**config.mk**
```make
export PLATFORM = sky130hd
export DESIGN_NAME = modclk_ctrl
export DESIGN_NICKNAME = d
export VERILOG_FILES = /design/src/rtl/mcr_pkg.sv /design/src/rtl/mcr_seq.sv /design/src/rtl/mcr_regs.sv /design/src/rtl/mcr_lane.sv /design/src/rtl/modclk_ctrl.sv
export SDC_FILE = /design/constraint.sdc
export NUM_CORES = 1
export LEC_CHECK = 0
export BUFFER_PORTS_ARGS = -buffer_cell sky130_fd_sc_hd__buf_2
export CELL_PAD_IN_SITES_DETAIL_PLACEMENT = 0
export CELL_PAD_IN_SITES_GLOBAL_PLACEMENT = 1
export CORE_UTILIZATION = 36
export CTS_CLUSTER_SIZE = 30
export DETAILED_ROUTE_END_ITERATION = 12
export PLACE_DENSITY = 0.83
export SYNTH_ARGS = -nofsm -noshare
export SYNTH_HDL_FRONTEND = slang
export SYNTH_SLANG_ARGS = --single-unit
```
**constraint.sdc**
```tcl
create_clock -name clk -period 1.5 [get_ports clk]
set_input_delay 0.15 -clock clk [delete_from_list [all_inputs] [get_ports clk]]
set_output_delay 0.15 -clock clk [all_outputs]
set_load 0.005 [all_outputs]
```
**src/rtl/mcr_pkg.sv**
```systemverilog
package mcr_pkg;

    // Sequencer states
    typedef enum logic [1:0] {
        SQ_IDLE   = 2'd0,
        SQ_LEAD   = 2'd1,
        SQ_GAP    = 2'd2,
        SQ_COMMIT = 2'd3
    } seq_e;

    // Address map: addr[7:6] selects the area, addr[5:2] selects the slot
    localparam logic [1:0] AREA_GLOB = 2'd0;
    localparam logic [1:0] AREA_CTRL = 2'd1;
    localparam logic [1:0] AREA_STAT = 2'd2;
    localparam logic [3:0] SLOT_GO   = 4'd0;
    localparam logic [3:0] SLOT_BUSY = 4'd1;
    localparam int         KEEP_BIT  = 9;

    // State code bit 0: clock running. State code bit 1: reset released.
    function automatic logic clk_wanted(input logic [1:0] code);
        return code[0];
    endfunction

    function automatic logic hold_wanted(input logic [1:0] code);
        return !code[1];
    endfunction

    function automatic logic code_legal(input logic [1:0] code);
        return code != 2'd2;
    endfunction

endpackage

```
**src/rtl/mcr_seq.sv**
```systemverilog
module mcr_seq
    import mcr_pkg::*;
#(
    parameter int STEP_CYC = 2
) (
    input  logic clk,
    input  logic rst,
    input  logic go_req,
    output logic launch,
    output logic ph_lead,
    output logic ph_trail,
    output logic commit,
    output logic busy
);

    localparam int CNT_W = $clog2(STEP_CYC + 1);

    seq_e             state_q, state_d;
    logic [CNT_W-1:0] gap_q;

    // State register and gap counter
    always_ff @(posedge clk) begin
        if (rst) begin
            state_q <= SQ_IDLE;
            gap_q   <= '0;
        end else begin
            state_q <= state_d;
            if (state_q == SQ_LEAD) begin
                gap_q <= CNT_W'(STEP_CYC - 1);
            end else if (state_q == SQ_GAP && gap_q != '0) begin
                gap_q <= gap_q - 1'b1;
            end
        end
    end

    // Next-state logic
    always_comb begin
        state_d = state_q;
        unique case (state_q)
            SQ_IDLE:   if (go_req) state_d = SQ_LEAD;
            SQ_LEAD:   state_d = SQ_GAP;
            SQ_GAP:    if (gap_q == '0) state_d = SQ_COMMIT;
            SQ_COMMIT: state_d = SQ_IDLE;
        endcase
    end

    // Outputs
    always_comb begin
        launch   = (state_q == SQ_IDLE) && go_req;
        ph_lead  = (state_q == SQ_LEAD);
        ph_trail = (state_q == SQ_GAP) && (gap_q == '0);
        commit   = (state_q == SQ_COMMIT);
        busy     = (state_q != SQ_IDLE);
    end

    // a go written while busy must not restart the sequence
    p_go_ignored_r10: assert property (@(posedge clk) disable iff (rst)
        (state_q != SQ_IDLE && go_req) |=> (state_q != SQ_LEAD));

    // reset always leaves the sequencer idle
    p_reset_idle_r11: assert property (@(posedge clk)
        rst |=> (state_q == SQ_IDLE));

    // the gap counter never exceeds its load value
    p_gap_bound_r5: assert property (@(posedge clk) disable iff (rst)
        (int'(gap_q) <= STEP_CYC - 1));

endmodule

```
**src/rtl/mcr_regs.sv**
```systemverilog
module mcr_regs
    import mcr_pkg::*;
#(
    parameter int MOD_CNT = 4
) (
    input  logic                   clk,
    input  logic                   rst,
    input  logic                   bus_sel,
    input  logic                   bus_we,
    input  logic [7:0]             bus_addr,
    input  logic [31:0]            bus_wdata,
    input  logic                   busy,
    input  logic [2*MOD_CNT-1:0]   cur_flat,
    output logic [31:0]            bus_rdata,
    output logic [2*MOD_CNT-1:0]   next_flat,
    output logic                   go_req
);

    logic [1:0] area;
    logic [3:0] slot;
    logic       wr;
    logic       unused_bits;

    assign area        = bus_addr[7:6];
    assign slot        = bus_addr[5:2];
    assign wr          = bus_sel && bus_we;
    assign go_req      = wr && area == AREA_GLOB && slot == SLOT_GO && bus_wdata[0];
    assign unused_bits = ^{bus_addr[1:0], bus_wdata[31:10], bus_wdata[8:2]};

    logic [1:0] next_q [MOD_CNT];
    logic       keep_q [MOD_CNT];

    // One control word per module; indices at or above MOD_CNT never match a slot
    for (genvar i = 0; i < MOD_CNT; i++) begin : g_ctrl
        always_ff @(posedge clk) begin
            if (rst) begin
                next_q[i] <= 2'd0;
                keep_q[i] <= 1'b0;
            end else if (wr && area == AREA_CTRL && slot == 4'(i)) begin
                if (code_legal(bus_wdata[1:0])) next_q[i] <= bus_wdata[1:0];
                keep_q[i] <= bus_wdata[KEEP_BIT];
            end
        end
        assign next_flat[2*i +: 2] = next_q[i];
    end

    // Combinational read mux
    always_comb begin
        bus_rdata = '0;
        for (int k = 0; k < MOD_CNT; k++) begin
            if (slot == 4'(k)) begin
                if (area == AREA_CTRL) begin
                    bus_rdata[1:0]      = next_q[k];
                    bus_rdata[KEEP_BIT] = keep_q[k];
                end else if (area == AREA_STAT) begin
                    bus_rdata[1:0] = cur_flat[2*k +: 2];
                end
            end
        end
        if (area == AREA_GLOB && slot == SLOT_BUSY) bus_rdata[0] = busy;
    end

endmodule

```
**src/rtl/mcr_lane.sv**
```systemverilog
module mcr_lane
    import mcr_pkg::*;
(
    input  logic       clk,
    input  logic       rst,
    input  logic       launch,
    input  logic       ph_lead,
    input  logic       ph_trail,
    input  logic       commit,
    input  logic       busy,
    input  logic [1:0] next_code,
    output logic       clk_en,
    output logic       rst_hold,
    output logic [1:0] cur_code
);

    logic [1:0] tgt_q;

    always_ff @(posedge clk) begin
        if (rst) begin
            tgt_q    <= 2'd0;
            clk_en   <= 1'b0;
            rst_hold <= 1'b1;
            cur_code <= 2'd0;
        end else begin
            if (launch) tgt_q <= next_code;
            // First step: clock on / reset on
            if (ph_lead) begin
                if (clk_wanted(tgt_q))  clk_en   <= 1'b1;
                if (hold_wanted(tgt_q)) rst_hold <= 1'b1;
            end
            // Second step: reset off / clock off
            if (ph_trail) begin
                if (!hold_wanted(tgt_q)) rst_hold <= 1'b0;
                if (!clk_wanted(tgt_q))  clk_en   <= 1'b0;
            end
            if (commit) cur_code <= tgt_q;
        end
    end

    // reset is released only when the clock was already running
    p_clock_before_release_r6: assert property (@(posedge clk) disable iff (rst)
        $fell(rst_hold) |-> (clk_en && $past(clk_en)));

    // the clock is gated only when reset was already held
    p_hold_before_gate_r7: assert property (@(posedge clk) disable iff (rst)
        $fell(clk_en) |-> (rst_hold && $past(rst_hold)));

    // when idle, the outputs agree with the reported state
    p_status_match_r1: assert property (@(posedge clk) disable iff (rst)
        !busy |-> (clk_en == cur_code[0] && rst_hold == !cur_code[1]));

    // while idle, the outputs do not move
    p_idle_stable_r3: assert property (@(posedge clk) disable iff (rst)
        (!busy && $past(!busy)) |-> ($stable(clk_en) && $stable(rst_hold)));

endmodule

```
**src/rtl/modclk_ctrl.sv**
```systemverilog
module modclk_ctrl
    import mcr_pkg::*;
#(
    parameter int MOD_CNT  = 4,
    parameter int STEP_CYC = 2
) (
    input  logic               clk,
    input  logic               rst,
    input  logic               bus_sel,
    input  logic               bus_we,
    input  logic [7:0]         bus_addr,
    input  logic [31:0]        bus_wdata,
    output logic [31:0]        bus_rdata,
    output logic [MOD_CNT-1:0] mod_clk_en,
    output logic [MOD_CNT-1:0] mod_rst_hold
);

    localparam int FLAT_W = 2 * MOD_CNT;

    logic              go_req, launch, ph_lead, ph_trail, commit, busy;
    logic [FLAT_W-1:0] next_flat, cur_flat;

    initial begin
        if (MOD_CNT < 1 || MOD_CNT > 16) $error("MOD_CNT must be 1..16");
        if (STEP_CYC < 1) $error("STEP_CYC must be at least 1");
    end

    mcr_regs #(.MOD_CNT(MOD_CNT)) u_regs (
        .clk       (clk),
        .rst       (rst),
        .bus_sel   (bus_sel),
        .bus_we    (bus_we),
        .bus_addr  (bus_addr),
        .bus_wdata (bus_wdata),
        .busy      (busy),
        .cur_flat  (cur_flat),
        .bus_rdata (bus_rdata),
        .next_flat (next_flat),
        .go_req    (go_req)
    );

    mcr_seq #(.STEP_CYC(STEP_CYC)) u_seq (
        .clk      (clk),
        .rst      (rst),
        .go_req   (go_req),
        .launch   (launch),
        .ph_lead  (ph_lead),
        .ph_trail (ph_trail),
        .commit   (commit),
        .busy     (busy)
    );

    for (genvar i = 0; i < MOD_CNT; i++) begin : g_lane
        mcr_lane u_lane (
            .clk       (clk),
            .rst       (rst),
            .launch    (launch),
            .ph_lead   (ph_lead),
            .ph_trail  (ph_trail),
            .commit    (commit),
            .busy      (busy),
            .next_code (next_flat[2*i +: 2]),
            .clk_en    (mod_clk_en[i]),
            .rst_hold  (mod_rst_hold[i]),
            .cur_code  (cur_flat[2*i +: 2])
        );
    end

endmodule

```
==> flow_summary.yaml <==
placed_design:
  portBuffers: 23
  dp.cells: 330
  pre_cts_slack_ns: 0.01076
  finalWeightedCongestion: 0.8415
  dp_hpwl_um: 3184
pwr:
  p_leak_nw: 1.078
  pwr_density_cell_nw_per_um2: 905.4
  power_mw: 2.246
  vdd_drop_max_mv: 0.4690
sta:
  hold_viol_final: 0
  tns_ns: -0.2594
  setup_viol: 2
  fmax_mhz: 598.9
  slew_violations: 0
  grt_setup_unrepaired: "true"
  fin_crit_ns: 1.670
  post-route-period-util_pct: 111.3
  setup_slack_ns: -0.1697
  clock-skew-final_ns: 0.005593
drt:
  drt_pre_antenna_iters: 4
  drc_errors: 0
  wl_per_cell_um: 12.39
  ant_nets: 0
  drt-total-wl_um: 4237
  via_count: 1556
  drt_iter0_markers: 65
  viasPerCell: 4.550
cts:
  clkTransAtPathRegs_ns: 0.07
  cts_tree: "built"
  worstSkewPairLatency_ns: 0.29
  cts.path.max_buffers: 2
  root_buffer: "clkbuf_8"
  cts_sinks: 40
  htreeDepth: 2
  numCtsBuffers: 5
final_layout:
  syn_to_final_growth_pct: 12.54
  instances_no_fill: 342
  antenna_cells: 0
  multi_input_area_sq_um: 1091
  final-seq-area_sq_um: 923.4
  drive_above_1_share_pct: 25.84
  n_fill_cell: 588
  fin_nets: 316
status:
  violations: "negative setup slack"
  status: "finished, violations left"
synth:
  synth_top_area_share_pct: 25.43
  synthArstFlopShare_pct: 0
  ys.flop_type: "dfxtp_1"
  yosysSeqAreaShare_pct: 41.77
  synth_edf_count: 12
  yosys.area.top_type: "dfxtp_1"
  yosysMostFrequentCell: "nor2_1"
  synth_seq_cells: 40
  synth_cells: 233
  ys_warn_count: 0
  synth_common_cells: "nor2_1 (39), buf_4 (37), dfxtp_1 (28)"
  synthTopCellsByArea: "dfxtp_1 (25%), edfxtp_1 (16%), buf_4 (13%)"
  ys_types: 40
  syn-cell-area_sq_um: 2205
  syn_avg_cell_area_sq_um: 9.462
die:
  core-area_sq_um: 5921
  die_h_um: 80.26
  die_w_um: 80.26
  rows: 28
  initial_core_util_pct: 37.24
  dieArea_sq_um: 6441
  ioPinCount: 84
job:
  maxCapViolCount: 0
critical_path:
  crit_path_start_kind: "flip-flop"
  cp.required_ns: 1.35
  end_kind: "primary output"
  crit_fanout: 2
  cp_data_arrival_time_ns: 1.52
  worstSetupPathType: "reg2out"
grt:
  grt_first_pass_wirelength_um: 6748
  grt_max_degree: 29
  first_global_vias: 1412
  antenna_found_initial: 0
  grtUsageTotal_pct: 13.97
  overflow: 0
min_path:
  min_path_type: "in2reg"
## per-stage QoR
| step | util [%] | instance area [sq um] | hold slack, ns |
|---|---|---|---|
| finish | 41.91 | 2481 | 0.2435 |
| global route | 41.91 | 2481 | 0.2546 |
| CTS | 41.12 | 2435 | 0.2409 |
| detailed placement | 39.18 | 2320 | 0.4571 |
| global placement | 39.18 | 2320 | 0.4513 |
| floorplan | - | 2310 | 0.3640 |
## registers in the layout (all words and copies together), names as in the netlist
register and flops:
u_seq.gap_q 2, g_lane.u_lane.cur_code 8, u_regs.next_q 8, u_seq.state_q 2, g_lane.u_lane.clk_en 4, g_lane.u_lane.rst_hold 4, g_lane.u_lane.tgt_q 8, u_regs.keep_q 4
## per-layer routing
layer	GRT usage, %	routed length, um	vias to the layer above
li1	-	-	791
met1	16.81	1895	727
met2	23.76	2093	32
met3	4.545	198	6
met4	3.750	50	0
met5	0	0	-
## critical path, stage by stage, from the launching register on
cell      delay (ns)
edfxtp_1        0.40
mux2_4          0.28
a221o_1         0.29
and3_4          0.16
buf_6           0.11
## path summary, 6_finish.rpt
kind              cells after the start               startpoint                         to  slack [ns]
setup / recovery                      4      u_regs.next_q[0][1]               bus_rdata[1]       -0.17
hold / removal                        3             bus_wdata[9]           u_regs.keep_q[2]        0.24
setup reg to reg                      6         u_seq.state_q[0]  g_lane[1].u_lane.rst_hold        0.11
hold reg to reg                       2  g_lane[2].u_lane.clk_en    g_lane[2].u_lane.clk_en        0.47
## cell type report
class                      count  area share, %
inverter                       6         0.9077
timing repair buffer          42          10.89
clock buffer                   7          3.076
clock inverter                 1         0.1513
multi-input combinational    171          43.97
sequential                    40          37.22
tap                           75          3.782
## cells by family (layout without fill, tap and decap cells)
kind of cell	after synthesis	in the layout	share of synthesized area [%]
xor+xnor	1	1	0.3973
simple gates	85	85	19.75
fa+ha+maj	6	6	3.405
compound gates	30	30	9.422
other cells	1	29	0.1701
mux	20	20	9.931
flops	40	40	41.77
buf+inv	50	56	15.15
## layout by cell type, fill, tap and decap left out, types with 5 or more instances in the layout
cell      netlist  routed
buf_4          37      19
ha_1            6       5
o21ai_0         6       5
nand2_1        15      15
mux2i_1        17      17
buf_2           0      21
edfxtp_1       12      12
nand2b_1        8       8
a21oi_1         9       9
dfxtp_1        28      26
clkbuf_8        0       5
nor2_1         39      39
conb_1          1      29
## where the power goes
part	total (mW)	internal (mW)	switching [mW]
combinational	0.408	0.182	0.226
sequential	1.17	1.15	0.0188
clock	0.671	0.324	0.347
## what timing repair did
| item | in CTS | in global routing |
|---|---|---|
| hold buffers | 0 | 0 |
| setup endpoints to repair | 4 | 8 |
| resized for setup | 6 | 8 |
| buffers inserted | 2 | 2 |
| pin swaps | 2 | 1 |
No activity file was read; power rests on OpenSTA's default activity.
